[config.mk]
export PLATFORM = sky130hd
export DESIGN_NAME = spi_pkt_mailbox
export DESIGN_NICKNAME = d
export VERILOG_FILES = /design/src/rtl/mbx_pkg.sv /design/src/rtl/mbx_spi_front.sv /design/src/rtl/mbx_store.sv /design/src/rtl/mbx_notify.sv /design/src/rtl/spi_pkt_mailbox.sv
export SDC_FILE = /design/constraint.sdc
export NUM_CORES = 1
export LEC_CHECK = 0
export BUFFER_PORTS_ARGS = -buffer_cell sky130_fd_sc_hd__buf_2
export CORE_ASPECT_RATIO = 1.2
export CORE_MARGIN = 5
export CORE_UTILIZATION = 45
export CTS_CLUSTER_SIZE = 25
export DETAILED_ROUTE_END_ITERATION = 16
export SLEW_MARGIN = 30
export SYNTH_ARGS = -nofsm -noshare
export SYNTH_HDL_FRONTEND = slang
export SYNTH_SLANG_ARGS = --single-unit
[constraint.sdc]
create_clock -name clk -period 3 [get_ports clk]
set_clock_uncertainty 0.05 [all_clocks]
set_input_delay 0.6 -clock clk [delete_from_list [all_inputs] [get_ports clk]]
set_output_delay 0.6 -clock clk [all_outputs]
set_load 0.01 [all_outputs]
[src/rtl/mbx_pkg.sv]
package mbx_pkg;
  localparam int STS_BYTES = 4;
  localparam int FLAG_N    = 5;

  localparam int FL_XFER = 0;
  localparam int FL_STSW = 1;
  localparam int FL_STSR = 2;
  localparam int FL_BUFW = 3;
  localparam int FL_BUFR = 4;

  typedef enum logic [7:0] {
    OP_STS_WR  = 8'h01,
    OP_BUF_WR  = 8'h02,
    OP_BUF_RD  = 8'h03,
    OP_STS_RD0 = 8'h04,
    OP_STS_RD1 = 8'h05
  } op_e;

  typedef struct packed {
    logic sts_wr;
    logic sts_rd;
    logic buf_wr;
    logic buf_rd;
  } done_t;
endpackage

[src/rtl/mbx_spi_front.sv]
module mbx_spi_front #(
  parameter int BUF_BYTES = 32,
  localparam int BW = $clog2(BUF_BYTES),
  localparam int NW = $clog2(BUF_BYTES + 1)
) (
  input  logic          clk,
  input  logic          rst_n,
  input  logic          sclk,
  input  logic          cs_n,
  input  logic          mosi,
  output logic          miso,
  output logic          active,
  output logic          frame_end,
  output logic [7:0]    cmd,
  output logic [7:0]    addr,
  output logic [NW-1:0] nbytes,
  output logic          byte_vld,
  output logic [BW-1:0] byte_idx,
  output logic [7:0]    byte_data,
  output logic [BW-1:0] out_idx,
  input  logic [7:0]    out_byte
);
  logic [1:0] sclk_sy, cs_sy, mosi_sy;
  logic       sclk_d, cs_d;
  logic       rise, fall, full;
  logic [2:0] bitpos;
  logic [1:0] phase;
  logic [6:0] sh;
  logic [7:0] nb;
  logic [NW-1:0] dcnt;

  always_ff @(posedge clk or negedge rst_n) begin
    if (!rst_n) begin
      sclk_sy <= '0;
      cs_sy   <= '1;
      mosi_sy <= '0;
      sclk_d  <= 1'b0;
      cs_d    <= 1'b1;
    end else begin
      sclk_sy <= {sclk_sy[0], sclk};
      cs_sy   <= {cs_sy[0], cs_n};
      mosi_sy <= {mosi_sy[0], mosi};
      sclk_d  <= sclk_sy[1];
      cs_d    <= cs_sy[1];
    end
  end

  assign active    = ~cs_sy[1];
  assign frame_end = cs_sy[1] & ~cs_d;
  assign rise      = active & sclk_sy[1] & ~sclk_d;
  assign fall      = active & ~sclk_sy[1] & sclk_d;
  assign full      = (phase == 2'd2) && (dcnt == NW'(BUF_BYTES));
  assign nb        = {sh, mosi_sy[1]};
  assign nbytes    = dcnt;
  assign out_idx   = dcnt[BW-1:0];

  always_ff @(posedge clk or negedge rst_n) begin
    if (!rst_n) begin
      bitpos    <= '0;
      phase     <= '0;
      sh        <= '0;
      dcnt      <= '0;
      cmd       <= '0;
      addr      <= '0;
      byte_vld  <= 1'b0;
      byte_idx  <= '0;
      byte_data <= '0;
      miso      <= 1'b0;
    end else begin
      byte_vld <= 1'b0;
      if (!active) begin
        bitpos <= '0;
        phase  <= '0;
        dcnt   <= '0;
        cmd    <= '0;
        addr   <= '0;
        miso   <= 1'b0;
      end else begin
        if (rise && !full) begin
          sh     <= nb[6:0];
          bitpos <= bitpos + 3'd1;
          if (bitpos == 3'd7) begin
            unique case (phase)
              2'd0: begin cmd <= nb; phase <= 2'd1; end
              2'd1: begin addr <= nb; phase <= 2'd2; end
              default: begin
                byte_vld  <= 1'b1;
                byte_idx  <= dcnt[BW-1:0];
                byte_data <= nb;
                dcnt      <= dcnt + NW'(1);
              end
            endcase
          end
        end
        if (fall) begin
          if (phase == 2'd2 && dcnt < NW'(BUF_BYTES)) miso <= out_byte[3'd7 - bitpos];
          else miso <= 1'b0;
        end
      end
    end
  end

  property p_idle_clears;
    @(posedge clk) disable iff (!rst_n) !active |=> (dcnt == '0) && (bitpos == '0) && !miso;
  endproperty
  assert_idle_clears_R3: assert property (p_idle_clears);

  property p_dcnt_bound;
    @(posedge clk) disable iff (!rst_n) dcnt <= NW'(BUF_BYTES);
  endproperty
  assert_dcnt_bound_R1: assert property (p_dcnt_bound);
endmodule

[src/rtl/mbx_store.sv]
module mbx_store #(
  parameter int BUF_BYTES = 32,
  localparam int NWORDS = BUF_BYTES / 4,
  localparam int IW = $clog2(NWORDS),
  localparam int BW = $clog2(BUF_BYTES)
) (
  input  logic          clk,
  input  logic          rst_n,
  input  logic          byte_vld,
  input  logic [BW-1:0] byte_idx,
  input  logic [7:0]    byte_data,
  input  logic          commit_rx,
  output logic [31:0]   stage_w0,
  input  logic [IW-1:0] rx_idx,
  output logic [31:0]   rx_word,
  input  logic          busy,
  input  logic          tx_valid,
  output logic          tx_ready,
  input  logic [IW-1:0] tx_idx,
  input  logic [31:0]   tx_data,
  output logic          tx_take,
  input  logic [BW-1:0] out_idx,
  output logic [7:0]    out_byte
);
  logic [7:0] stage [BUF_BYTES];
  logic [31:0] stage_word [NWORDS];
  logic [NWORDS-1:0][31:0] rx_q, tx_q;
  logic [31:0] tw;

  for (genvar w = 0; w < NWORDS; w++) begin : g_pack
    assign stage_word[w] = {stage[4*w+3], stage[4*w+2], stage[4*w+1], stage[4*w]};
  end

  assign tx_ready = ~busy;
  assign tx_take  = tx_valid & tx_ready;
  assign stage_w0 = stage_word[0];
  assign rx_word  = rx_q[rx_idx];
  assign tw       = tx_q[out_idx[BW-1:2]];
  assign out_byte = tw[{out_idx[1:0], 3'b000} +: 8];

  always_ff @(posedge clk or negedge rst_n) begin
    if (!rst_n) begin
      for (int i = 0; i < BUF_BYTES; i++) stage[i] <= '0;
    end else if (byte_vld) begin
      stage[byte_idx] <= byte_data;
    end
  end

  always_ff @(posedge clk or negedge rst_n) begin
    if (!rst_n) begin
      rx_q <= '0;
    end else if (commit_rx) begin
      for (int w = 0; w < NWORDS; w++) rx_q[w] <= stage_word[w];
    end
  end

  always_ff @(posedge clk or negedge rst_n) begin
    if (!rst_n) tx_q <= '0;
    else if (tx_take) tx_q[tx_idx] <= tx_data;
  end

  property p_rx_hold;
    @(posedge clk) disable iff (!rst_n) !commit_rx |=> $stable(rx_q);
  endproperty
  assert_rx_hold_R4: assert property (p_rx_hold);

  property p_tx_backpressure;
    @(posedge clk) disable iff (!rst_n) busy |=> $stable(tx_q);
  endproperty
  assert_tx_backpressure_R9: assert property (p_tx_backpressure);
endmodule

[src/rtl/mbx_notify.sv]
module mbx_notify
  import mbx_pkg::*;
(
  input  logic              clk,
  input  logic              rst_n,
  input  logic [FLAG_N-1:0] set,
  input  logic [FLAG_N-1:0] clr,
  input  logic [FLAG_N-1:0] en,
  input  logic              sts_set,
  input  logic              sts_clr,
  input  logic              tx_set,
  input  logic              tx_clr,
  output logic [FLAG_N-1:0] flags,
  output logic              irq,
  output logic              sts_notify,
  output logic              tx_notify
);
  always_ff @(posedge clk or negedge rst_n) begin
    if (!rst_n) begin
      flags      <= '0;
      sts_notify <= 1'b0;
      tx_notify  <= 1'b0;
    end else begin
      flags <= (flags & ~clr) | set;
      if (sts_set) sts_notify <= 1'b1;
      else if (sts_clr) sts_notify <= 1'b0;
      if (tx_set) tx_notify <= 1'b1;
      else if (tx_clr) tx_notify <= 1'b0;
    end
  end

  assign irq = |(flags & en);

  property p_clear;
    @(posedge clk) disable iff (!rst_n) 1'b1 |=> ((flags & $past(clr & ~set)) == '0);
  endproperty
  assert_w1c_clear_R11: assert property (p_clear);

  property p_sts_drop;
    @(posedge clk) disable iff (!rst_n) (sts_clr && !sts_set) |=> !sts_notify;
  endproperty
  assert_sts_drop_R6: assert property (p_sts_drop);

  property p_sts_rise;
    @(posedge clk) disable iff (!rst_n) sts_set |=> sts_notify;
  endproperty
  assert_sts_rise_R6: assert property (p_sts_rise);

  property p_tx_drop;
    @(posedge clk) disable iff (!rst_n) (tx_clr && !tx_set) |=> !tx_notify;
  endproperty
  assert_tx_drop_R8: assert property (p_tx_drop);
endmodule

[src/rtl/spi_pkt_mailbox.sv]
module spi_pkt_mailbox
  import mbx_pkg::*;
#(
  parameter int BUF_BYTES = 32,
  localparam int NWORDS = BUF_BYTES / 4,
  localparam int IW = $clog2(NWORDS),
  localparam int BW = $clog2(BUF_BYTES),
  localparam int NW = $clog2(BUF_BYTES + 1)
) (
  input  logic              clk,
  input  logic              rst_n,
  input  logic              spi_sclk,
  input  logic              spi_cs_n,
  input  logic              spi_mosi,
  output logic              spi_miso,
  input  logic              sts_wr_en,
  input  logic [31:0]       sts_wr_data,
  output logic [31:0]       sts_q,
  input  logic [IW-1:0]     rx_rd_idx,
  output logic [31:0]       rx_rd_word,
  input  logic              tx_valid,
  output logic              tx_ready,
  input  logic [IW-1:0]     tx_idx,
  input  logic [31:0]       tx_data,
  input  logic              tx_last,
  input  logic [FLAG_N-1:0] flag_en,
  input  logic [FLAG_N-1:0] flag_clr,
  output logic [FLAG_N-1:0] flags,
  output logic              irq,
  output logic              sts_notify,
  output logic              tx_notify
);
  logic          active, frame_end, byte_vld, tx_take;
  logic [7:0]    cmd, addr, byte_data, out_byte, buf_byte, sts_byte;
  logic [NW-1:0] nbytes;
  logic [BW-1:0] byte_idx, out_idx;
  logic [31:0]   stage_w0;
  logic          sts_cmd, have_sts, have_buf;
  done_t         done;
  logic [FLAG_N-1:0] fset;

  mbx_spi_front #(.BUF_BYTES(BUF_BYTES)) u_front (
    .clk(clk), .rst_n(rst_n), .sclk(spi_sclk), .cs_n(spi_cs_n), .mosi(spi_mosi),
    .miso(spi_miso), .active(active), .frame_end(frame_end), .cmd(cmd), .addr(addr),
    .nbytes(nbytes), .byte_vld(byte_vld), .byte_idx(byte_idx), .byte_data(byte_data),
    .out_idx(out_idx), .out_byte(out_byte)
  );

  assign sts_cmd  = (cmd == OP_STS_RD0) || (cmd == OP_STS_RD1);
  assign have_sts = nbytes >= NW'(STS_BYTES);
  assign have_buf = nbytes == NW'(BUF_BYTES);

  assign done.sts_wr = frame_end && (cmd == OP_STS_WR) && have_sts;
  assign done.sts_rd = frame_end && sts_cmd && have_sts;
  assign done.buf_wr = frame_end && (cmd == OP_BUF_WR) && (addr == 8'h00) && have_buf;
  assign done.buf_rd = frame_end && (cmd == OP_BUF_RD) && have_buf;

  assign sts_byte = (out_idx < BW'(STS_BYTES)) ? sts_q[{out_idx[1:0], 3'b000} +: 8] : 8'h00;
  assign out_byte = sts_cmd ? sts_byte : buf_byte;

  always_ff @(posedge clk or negedge rst_n) begin
    if (!rst_n) sts_q <= '0;
    else if (sts_wr_en) sts_q <= sts_wr_data;
    else if (done.sts_wr) sts_q <= stage_w0;
  end

  mbx_store #(.BUF_BYTES(BUF_BYTES)) u_store (
    .clk(clk), .rst_n(rst_n), .byte_vld(byte_vld), .byte_idx(byte_idx),
    .byte_data(byte_data), .commit_rx(done.buf_wr), .stage_w0(stage_w0),
    .rx_idx(rx_rd_idx), .rx_word(rx_rd_word), .busy(active),
    .tx_valid(tx_valid), .tx_ready(tx_ready), .tx_idx(tx_idx), .tx_data(tx_data),
    .tx_take(tx_take), .out_idx(out_idx), .out_byte(buf_byte)
  );

  always_comb begin
    fset          = '0;
    fset[FL_XFER] = done.sts_wr | done.sts_rd | done.buf_wr | done.buf_rd;
    fset[FL_STSW] = done.sts_wr;
    fset[FL_STSR] = done.sts_rd;
    fset[FL_BUFW] = done.buf_wr;
    fset[FL_BUFR] = done.buf_rd;
  end

  mbx_notify u_notify (
    .clk(clk), .rst_n(rst_n), .set(fset), .clr(flag_clr), .en(flag_en),
    .sts_set(sts_wr_en), .sts_clr(done.sts_rd),
    .tx_set(tx_take & tx_last), .tx_clr(done.buf_rd),
    .flags(flags), .irq(irq), .sts_notify(sts_notify), .tx_notify(tx_notify)
  );

  property p_master_sts_quiet;
    @(posedge clk) disable iff (!rst_n) (done.sts_wr && !sts_wr_en) |=> $stable(sts_notify);
  endproperty
  assert_master_sts_quiet_R7: assert property (p_master_sts_quiet);
endmodule

==> key figures <==
STA
  – Fin. max-slew vios: 0
  – Maximum clock rate: 361.3 MHz
  – Final Setup Violations: 0
  – Period minus WS final: 2.768 ns
  – Fin. Hold Viols: 0
  – Final Cycle Share: 92.26%
  – Worst slew margin: 47.58%
  – Unrepaired setup endpoints after global routing: no
  – Setup ws final: 0.2321 ns
  – Setup TNS: 0 ns
  – Tightest Pin Transition: 0.7863 ns

Clock tree
  – Clock slew at reported path FFs: 0.07 ns
  – Clock latency on the worst-skew pair: 0.65 ns
  – Post-cts sizing count: 0
  – CTS sink count: 864
  – CTS root buf: clkbuf_16
  – Post-CTS Setup Bufs: 0
  – CTS Hold Buffers Added: 4
  – TritonCTS Buffers: 89
  – Max clock buf depth: 3
  – H-tree Lvls: 3
  – CTS tree: done

Synth
  – Synthesized instance count: 2392
  – Post-synth top flop: dfrtp_1
  – Yosys warns: 0
  – Syn Nets: 2484
  – Simple-gate share of the synthesized area: 2.682%
  – Synth area leaders: dfrtp_1, mux2_2, mux4_2
  – Sequential fraction of the synthesis area: 58.16%
  – Cell Area, Synth: 37180 um^2
  – Mux cell area share after synthesis: 34.48%
  – Ys async rst share: 100.0%
  – Synth top area share: 57.95%
  – Adder-cell share of the synthesized area: 0.1346%
  – Synth Area in Compound Gates: 2.130%
  – Library cells used by synthesis: 66
  – Syn_area_per_cell: 15.54 um^2
  – Register bit total from synthesis: 864
  – Largest family of logic cells by synthesized area: multiplexers
  – Post-synthesis xor/xnor area fraction: 0.1178%
  – Post-synth EDFFs: 0
  – Dominant cell type by area after synthesis: dfrtp_1

Detailed routing
  – DR DRC count: 0
  – Antenna Nets Post-Route: 0
  – Metal-1 WL: 42230 um
  – Pre-Repair DR Iteration Count: 5
  – Routed WL per cell: 25.40 um
  – Met3 wire length: 3761 um
  – Vias post-DR: 21419
  – Vias per inst: 5.707
  – WL met2: 46410 um
  – Routed WL: 95320 um
  – 1st-iter DRT viols: 1193
  – Max layer used: met5

Worst hold path
  – Min-Delay Path Class: in -> reg
  – Worst hold stages: 2
  – Hold path startpoint: flag_clr[4]
  – Worst Hold End: u_notify.flags[4]

Placed design
  – Dpl ws: 0.2588 ns
  – Dpl cells: 3581
  – PortBufs: 161
  – Placer Congestion: 0.8282
  – Post-DP HPWL: 64340 um
  – Post-Place Cell Area: 40030 um^2

Cells and area
  – Ratio of cells with drive above 1 in the final layout: 50.93%
  – Most common cell after layout, fill and taps aside: dfrtp_1
  – Most frequent cells in the layout: dfrtp_1, mux2_2, buf_2, nand2_1, mux4_2
  – Design area: 43120 um^2
  – Final core occ: 52.58%
  – Non-filler cells, final: 3753
  – Area delta synth->final: 15.99%
  – Final #Nets: 2715

Worst setup path
  – Critical-path cell list: buf_12 > mux4_2 > mux4_2 > mux2i_1 > a22oi_1 > a311oi_2 > o41ai_2
  – Crit path max-delay family: multiplexers
  – Critical R2R Capture: u_front.miso
  – CP Launch Point: u_front.nbytes[2]
  – Reg-to-reg startpoint: u_front.nbytes[2]
  – WP data required: 3.47 ns
  – Crit end category: flop
  – Critical path class: reg -> reg
  – CP bufs+invs: 1
  – Critical-path maximum fanout: 15
  – Startpoint Class: flop
  – Arr. time, crit path: 3.24 ns
  – R2r setup slk: 0.23 ns
  – Critical path's largest stage delay: 0.54 ns
  – FF-to-FF path depth: 7
  – CP dominant cell by count: mux4_2
  – CP max-delay cell: mux4_2

Die
  – Rows: 115
  – Core footprint: 82020 um^2
  – Initial Util: 45.33%
  – Full die area: 88490 um^2
  – Width of the die: 272.4 um
  – DIE HEIGHT: 324.9 um
  – Io pins: 162

Global routing
  – Vias in the first global route: 23557
  – GRT Total Usage: 21.69%
  – Gr ovfl total: 0
  – Initial antenna violation count: 10
  – First-pass GRT wire length: 148100 um
  – Largest net degree at the start of global routing: 79

Power and ir drop
  – Power Dens Cells: 616.6 nW/um^2
  – VDD IR max: 0.4636 mV
  – P_leak: 20.61 nW

Flow run
  – Max cap viols: 0

Status
  – Status: completed
==> area by class of cell <==
cell class | instances | area (um^2)
diodes | 6 | 15.01
clock buffers | 130 | 2624
clock inverters | 32 | 411.6
fillers | 6829 | 38890
inverters | 23 | 86.33
multi-input cells | 1355 | 14750
flip-flops and latches | 864 | 21630
well taps | 1053 | 1318
repair buffers | 290 | 2285
==> worst reg2reg max path, stage by stage, from the launching register on <==
cell	delay [ns]
dfrtp_4	0.51
buf_12	0.19
mux4_2	0.54
mux4_2	0.54
mux2i_1	0.24
a22oi_1	0.14
a311oi_2	0.30
o41ai_2	0.12
==> per-layer routing <==
layer  track usage [%]  vias up
li1                  -     9258
met4             7.022        2
met1             29.98    11578
met5                 0        -
met2             35.32      439
met3             3.688      142
==> synthesized netlist by cell type, types with 4 or more instances <==
cell type  number
buf_6           6
nand2b_1       11
o21ai_0        56
nor2_1         38
ha_1            4
nand2_1       103
a21oi_1        20
mux2_1          4
mux4_2        102
buf_2          42
a31oi_1         5
nor3b_1         7
nand4_1         6
nand3b_1        4
a221oi_1        7
nor3_1          7
mux4_1         26
a21o_1          5
dfrtp_1       861
a22oi_1        11
and3_1          5
clkbuf_1       74
inv_1          20
nand3_1        10
mux2i_1        66
buf_1          15
mux2_2        811
==> logic make-up after synthesis <==
logic type | after synthesis
flip-flops | 864
AO/OA/AOI/OAI | 124
XOR/XNOR | 5
multiplexers | 1009
buffers and inverters | 173
AND/OR/NAND/NOR | 213
adder cells (fa/ha/maj) | 4
==> sequential cells by signal (all words and copies together) (netlist names), 2 cells and up <==
register / count
u_store.rx_q: 256
u_store.tx_q: 256
u_store.stage: 224
sts_q: 32
u_store.stage_w0: 32
u_front.addr: 8
u_front.byte_data: 8
u_front.cmd: 8
u_front.sh: 7
u_front.nbytes: 6
u_front.byte_idx: 5
u_notify.flags: 5
u_front.bitpos: 3
u_front.cs_sy: 2
u_front.mosi_sy: 2
u_front.phase: 2
u_front.sclk_sy: 2
==> worst max-delay path by stage <==
| stage | slack (ns) | cells past startpoint | to |
|---|---|---|---|
| 2_1_floorplan | 0.00008 | 4 | rx_rd_word[21] |
| 3_3_place_gp | 0.26 | 8 | u_front.miso |
| 3_5_place_dp | 0.26 | 7 | u_front.miso |
| 4_1_cts | 0.22 | 7 | u_front.miso |
| 5_1_grt | 0.17 | 8 | u_front.miso |
| 6_report | 0.23 | 7 | u_front.miso |
==> power breakdown <==
part           leakage [nW]  switching (mW)  total [mW]  internal [mW]
logic                  7.58           0.959        2.11           1.15
registers              11.5           0.515        13.1           12.6
clock network          1.50            4.64        11.4           6.77
==> through the flow <==
stage | hold slack, ns | power, mW
4_1_cts | 0.04105 | 26.87
6_report | 0.07525 | 26.59
5_1_grt | 0.06558 | 27.64
3_3_place_gp | 0.2932 | 15.25
3_5_place_dp | 0.2887 | 15.41
2_1_floorplan | 0.2544 | 14.42
(Power assumes the default switching activity.)
